[config.mk]
export PLATFORM = sky130hd
export DESIGN_NAME = nvstage_top
export DESIGN_NICKNAME = d
export VERILOG_FILES = /design/src/rtl/nvstage_pkg.sv /design/src/rtl/nvstage_muller_bank.sv /design/src/rtl/nvstage_store.sv /design/src/rtl/nvstage_ctrl.sv /design/src/rtl/nvstage_top.sv
export SDC_FILE = /design/constraint.sdc
export NUM_CORES = 1
export LEC_CHECK = 0
export BUFFER_PORTS_ARGS = -buffer_cell sky130_fd_sc_hd__clkbuf_2
export CORE_MARGIN = 2
export CORE_UTILIZATION = 25
export DETAILED_ROUTE_END_ITERATION = 16
export GPL_TIMING_DRIVEN = 1
export PLACE_DENSITY = 0.53
export SLEW_MARGIN = 20
export SYNTH_ARGS = -nofsm -noshare
export SYNTH_HDL_FRONTEND = slang
export SYNTH_SLANG_ARGS = --single-unit
[constraint.sdc]
create_clock -name clk -period 2 [get_ports clk]
set_input_delay 0.1 -clock clk [delete_from_list [all_inputs] [get_ports clk]]
set_output_delay 0.1 -clock clk [all_outputs]
set_load 0.01 [all_outputs]
[src/rtl/nvstage_pkg.sv]
package nvstage_pkg;
   typedef enum logic [2:0] {
      ST_OFF    = 3'd0,
      ST_SENSE  = 3'd1,
      ST_IDLE   = 3'd2,
      ST_WRITE  = 3'd3,
      ST_REREAD = 3'd4,
      ST_DONE   = 3'd5,
      ST_RTZ    = 3'd6
   } stage_st_e;
endpackage

[src/rtl/nvstage_muller_bank.sv]
module nvstage_muller_bank #(
   parameter int WIDTH = 8
) (
   input  logic             clk,
   input  logic             clr,
   input  logic             load,
   input  logic [WIDTH-1:0] ld_val,
   input  logic             en,
   input  logic [WIDTH-1:0] in_a,
   input  logic [WIDTH-1:0] in_b,
   output logic [WIDTH-1:0] q
);
   for (genvar i = 0; i < WIDTH; i++) begin : g_cel
      logic q_bit;
      always_ff @(posedge clk) begin
         if (clr)
            q_bit <= 1'b0;
         else if (load)
            q_bit <= ld_val[i];
         else if (en && (in_a[i] == in_b[i]))
            q_bit <= in_a[i];
      end
      assign q[i] = q_bit;
   end
endmodule

[src/rtl/nvstage_store.sv]
module nvstage_store #(
   parameter int WIDTH = 8
) (
   input  logic             clk,
   input  logic             commit,
   input  logic [WIDTH-1:0] din,
   output logic [WIDTH-1:0] dout
);
   logic [WIDTH-1:0] cells;
   // no reset: contents persist through reset and power-down
   always_ff @(posedge clk) begin
      if (commit)
         cells <= din;
   end
   assign dout = cells;
endmodule

[src/rtl/nvstage_ctrl.sv]
module nvstage_ctrl
   import nvstage_pkg::*;
#(
   parameter int WR_CYC = 3,
   parameter int CNT_W  = 4
) (
   input  logic             clk,
   input  logic             clr,
   input  logic             req_in,
   input  logic             ack_in,
   input  logic             eq,
   output logic             eval,
   output logic             load,
   output logic             wr,
   output logic             commit,
   output logic             rd,
   output logic             reread,
   output logic             ack_out,
   output logic             req_out,
   output logic [CNT_W-1:0] miss_cnt
);
   localparam int CW = (WR_CYC > 1) ? $clog2(WR_CYC) : 1;
   localparam logic [CW-1:0] LAST = CW'(WR_CYC - 1);

   stage_st_e        st;
   logic [CW-1:0]    cnt;

   assign eval    = (st == ST_IDLE) && req_in && !ack_in;
   assign load    = (st == ST_SENSE);
   assign rd      = (st == ST_SENSE);
   assign wr      = (st == ST_WRITE);
   assign commit  = wr && (cnt == LAST);
   assign reread  = (st == ST_REREAD);
   assign req_out = (st == ST_DONE);
   assign ack_out = (st == ST_DONE) && eq;

   always_ff @(posedge clk) begin
      if (clr) begin
         st       <= ST_OFF;
         cnt      <= '0;
         miss_cnt <= '0;
      end else begin
         unique case (st)
            ST_OFF:   st <= ST_SENSE;
            ST_SENSE: st <= ST_IDLE;
            ST_IDLE: begin
               if (eval) begin
                  if (eq) begin
                     st  <= ST_WRITE;
                     cnt <= '0;
                  end else begin
                     st <= ST_REREAD;
                     if (miss_cnt != '1)
                        miss_cnt <= miss_cnt + 1'b1;
                  end
               end
            end
            ST_WRITE: begin
               if (cnt == LAST)
                  st <= ST_DONE;
               else
                  cnt <= cnt + 1'b1;
            end
            ST_REREAD: st <= ST_IDLE;
            ST_DONE: begin
               if (!req_in && ack_in)
                  st <= ST_RTZ;
            end
            ST_RTZ: begin
               if (!ack_in)
                  st <= ST_IDLE;
            end
            default: st <= ST_OFF;
         endcase
      end
   end
endmodule

[src/rtl/nvstage_top.sv]
module nvstage_top #(
   parameter int WIDTH  = 8,
   parameter int WR_CYC = 3,
   parameter int CNT_W  = 4
) (
   input  logic             clk,
   input  logic             rst_n,
   input  logic             pwr_dn,
   input  logic             req_in,
   input  logic [WIDTH-1:0] dat_a,
   input  logic [WIDTH-1:0] dat_b,
   output logic             ack_out,
   output logic             req_out,
   input  logic             ack_in,
   output logic [WIDTH-1:0] q_out,
   output logic             wr_pulse,
   output logic             rd_pulse,
   output logic             reread_req,
   output logic             shunt_en,
   output logic [CNT_W-1:0] miss_cnt
);
   if (WIDTH < 1) begin : g_bad_width
      $error("WIDTH must be at least 1");
   end
   if (WR_CYC < 1) begin : g_bad_wrcyc
      $error("WR_CYC must be at least 1");
   end
   if (CNT_W < 1) begin : g_bad_cntw
      $error("CNT_W must be at least 1");
   end

   logic             clr;
   logic             eq;
   logic             eval_s;
   logic             load_s;
   logic             commit_s;
   logic [WIDTH-1:0] stored;

   assign clr = !rst_n || pwr_dn;
   assign eq  = &(~(dat_a ^ dat_b));

   nvstage_ctrl #(.WR_CYC(WR_CYC), .CNT_W(CNT_W)) u_ctrl (
      .clk      (clk),
      .clr      (clr),
      .req_in   (req_in),
      .ack_in   (ack_in),
      .eq       (eq),
      .eval     (eval_s),
      .load     (load_s),
      .wr       (wr_pulse),
      .commit   (commit_s),
      .rd       (rd_pulse),
      .reread   (reread_req),
      .ack_out  (ack_out),
      .req_out  (req_out),
      .miss_cnt (miss_cnt)
   );

   nvstage_muller_bank #(.WIDTH(WIDTH)) u_cel (
      .clk    (clk),
      .clr    (clr),
      .load   (load_s),
      .ld_val (stored),
      .en     (eval_s),
      .in_a   (dat_a),
      .in_b   (dat_b),
      .q      (q_out)
   );

   nvstage_store #(.WIDTH(WIDTH)) u_nv (
      .clk    (clk),
      .commit (commit_s),
      .din    (q_out),
      .dout   (stored)
   );

   assign shunt_en = !(wr_pulse || rd_pulse || reread_req);
endmodule

==> qor.csv <==
stage,metric,value,unit
run,Max Cap Viol,0,
synthesis,post-synthesis xor/xnor area fraction,4.84,%
clock_network,CTS tree,done,
die,chip width,80.1,um
sta,Final min period,1740,ps
placement,RePlAce Congestion,0.724,
setup_path,crit path launch,u_ctrl.st[0],
cells_and_area,share of layout cells above drive strength 1,26.9,%
run_status,status,finished clean,
grt,GR Util met3,3.37,%
clock_network,clock root buffer,clkbuf_8,
setup_path,CP Buf/Inv Count,0,
die,Placeable Area,5540,um2
power,internal power,0.728,mW
drt,First-pass DRT Iterations,4,
synthesis,most common cell in the netlist,o21ai_0,
drt,Routed WL,3420,um
die,die area,6420,um2
setup_path,r2r startpoint,u_ctrl.st[0],
clock_network,H-Tree Depth,1,
setup_path,Setup crit end kind,flop,
synthesis,mux share of post-synthesis cell area,3.80,%
placement,placed instance count,261,
cells_and_area,layout overhead on the synthesized area,19.3,%
setup_path,critical path's largest stage delay,420,ps
clock_network,TritonCTS buffer count,3,
die,Die H,80.1,um
cells_and_area,antenna fix cells,0,
setup_path,CP max FO,12,
clock_network,clk sink count,25,
drt,routed len/inst,12.9,um
sta,unrepaired setup endpoints after global routing,no,
synthesis,Synth top area share,23.5,%
synthesis,main combinational cell family by area after synthesis,simple AND/OR/NAND/NOR gates,
synthesis,dominant register cell in the synthesized netlist,dfxtp_1,
synthesis,"EDFF count, synth",8,
grt,Tot GR Track Use,11.4,%
setup_path,r2r setup slk,260,ps
setup_path,FF-to-FF End,u_ctrl.cnt[1],
grt,initial antenna violation count,0,
setup_path,WP data required,2170,ps
grt,first-pass GRT wire length,5780,um
die,I/O pin total,39,
drt,Vias,1244,
sta,Final WS setup,261,ps
synthesis,asr flop ratio synth,0,%
synthesis,Synth top cells by count,"29 x o21ai_0, 17 x dfxtp_1, 14 x and3_1, 9 x a31oi_1, 9 x nand2_1",
synthesis,Area contributors post-synth,"dfxtp_1 23%, edfxtp_1 17%, o21ai_0 10%, and3_1 6.0%, xor2_1 4.8%",
clock_network,Worst-Skew Late Latency,270,ps
synthesis,adder-cell area share of the yosys netlist,1.73,%
power,Sw Share,26.2,%
sta,Slew HR,61.7,%
power,Sw Pwr,0.259,mW
sta,fmax,575,MHz
synthesis,post-synthesis sequential area ratio,40.1,%
drt,ANT nets after route,0,
synthesis,synth warn,0,
synthesis,post-synthesis instance area,1450,um2
setup_path,critical path launch point type,flop,
cells_and_area,Finished Layout Cells,265,
setup_path,CP endpoint,u_ctrl.cnt[1],
sta,"Slew Viols, Final",0,
grt,Top Usage Layer GRT,met2,
clock_network,post-cts sizing count,0,
power,Pwr Density,572,nW/um2
setup_path,Crit Path Category,reg -> reg,
grt,met1 Use GR,15.1,%
power,Clock power frac,30.7,%
synthesis,Compound-Gate Fraction of Synth Area,20.6,%
clock_network,clk buf depth,2,
setup_path,CP max stage cell,dfxtp_1,
grt,largest net degree at the start of global routing,22,
die,Starting Density,26.2,%
placement,HPWL Detailed,2530,um
setup_path,R2R cell count,4,
grt,vias in the first global route,1209,
drt,DRC Markers,0,
hold_path,min-delay worst type,in -> reg,
die,Core Rows,27,
clock_network,Post-CTS Setup Inserts,0,
placement,number of port buffers,38,
power,Leak,0.714,nW
drt,number of DRC markers in iteration 0,76,
setup_path,WP depth,4,
synthesis,Yosys cell types,35,
placement,Post-Place Setup Slack,279,ps
power,Max IR drop VDD,236,uV
sta,setup_tns,0,ps
grt,met2 GRT Util,18.4,%
clock_network,CTS Hold Bufs,0,
synthesis,Syn Inst Count,161,
sta,clk_skew,3.63,ps
synthesis,number of synthesized register bits,25,
synthesis,Syn Area/Cell,9.00,um2
power,fraction of power consumed by sequential logic,54.9,%
sta,Final Hold Fails,0,
synthesis,Post-Synth Simple-Gate Area,21.3,%
grt,total overflow reported by the global router,0,
setup_path,CP cell instances,or3b_1 -> a211o_1 -> mux2_4 -> o21a_1,
cells_and_area,# nets final,217,
sta,Least-Margin Pin Slew,570,ps
synthesis,Mapped Nets,184,
sta,fin crit share,87.0,%
setup_path,CP arrival,1910,ps
power,logic gate share of total power,14.4,%
clock_network,"CTS clk-pin slew, worst paths",90,ps
synthesis,"area leader, netlist",dfxtp_1,
setup_path,Crit path max-delay family,compound AO/OA/AOI/OAI gates,
sta,Final setup viols,0,
drt,Vias/cell,4.69,
==> cell usage in the layout (no fill, tap or decap), drive strengths merged, types with 2 or more instances in the layout <==
cell and instances:
mux2i 4, o21ai 29, nor4 2, ha 2, buf 6, a31oi 9, inv 5, a21oi 6
nor2b 3, clkbuf 41, nand3 3, dfxtp 17, and3 14, nor2 4, xor2 8, nand2b 6
nand2 9, edfxtp 8
==> cells by family after synthesis <==
logic type               after synthesis
buffers and inverters                 21
AND/OR/NAND/NOR                       48
XOR/XNOR                               8
flip-flops                            25
multiplexers                           5
AO/OA/AOI/OAI                         52
adder cells (fa/ha/maj)                2
==> per-stage QoR <==
stage / power, mW / util, % / instance area, um2 / hold WS (ps)
after detailed placement: 0.697 / 30.4 / 1680 / 400
final: 0.988 / 31.2 / 1730 / 105
after floorplan: 0.640 / - / 1450 / 275
after global placement: 0.695 / 30.4 / 1680 / 393
after CTS: 1.00 / 31.2 / 1730 / 102
after global routing: 1.04 / 31.2 / 1730 / 119
==> sequential cells by signal, indices dropped and copies added (netlist names) <==
name / flops
u_ctrl.miss_cnt: 4
u_ctrl.cnt: 2
u_ctrl.st: 3
u_cel.g_cel.q_bit: 8
u_nv.dout: 8
==> worst register-to-register path, cell delays in order (launching register included) <==
cell and delay [ps]:
dfxtp_1 420, or3b_1 410, a211o_1 330, mux2_4 300
o21a_1 180
==> layer usage <==
layer  vias up  wire length [um]
met5         -                 0
met4         0                24
met3         2               172
met2        25              1610
met1       572              1620
li1        645                 -
==> power groups by stage <==
stage	Combinational, mW	Sequential, mW	Clock, mW
6_report	0.142	0.542	0.303
3_3_place_gp	0.142	0.553	0
3_5_place_dp	0.143	0.554	0
2_1_floorplan	0.0926	0.548	0
5_1_grt	0.159	0.544	0.336
4_1_cts	0.144	0.542	0.317
==> how the worst min path moves through the flow <==
stage	startpoint	end	slack [ps]	depth (start not counted)
global route	dat_b[6]	u_cel.g_cel[6].q_bit	120	3
detailed placement	dat_b[7]	u_cel.g_cel[7].q_bit	400	3
global placement	dat_b[3]	u_cel.g_cel[3].q_bit	390	3
finish	dat_b[2]	u_cel.g_cel[2].q_bit	100	3
floorplan	dat_a[0]	u_cel.g_cel[0].q_bit	270	2
CTS	dat_b[2]	u_cel.g_cel[2].q_bit	100	3
==> layout make-up <==
cell class | instances | area [um2]
clock inverter | 1 | 5.00
timing repair buffer | 44 | 235
sequential | 25 | 581
clock buffer | 3 | 41.3
multi-input combinational | 115 | 757
tap | 72 | 90.1
inverter | 5 | 18.8
fill | 599 | 3810
No activity file was read; power rests on OpenSTA's default activity.
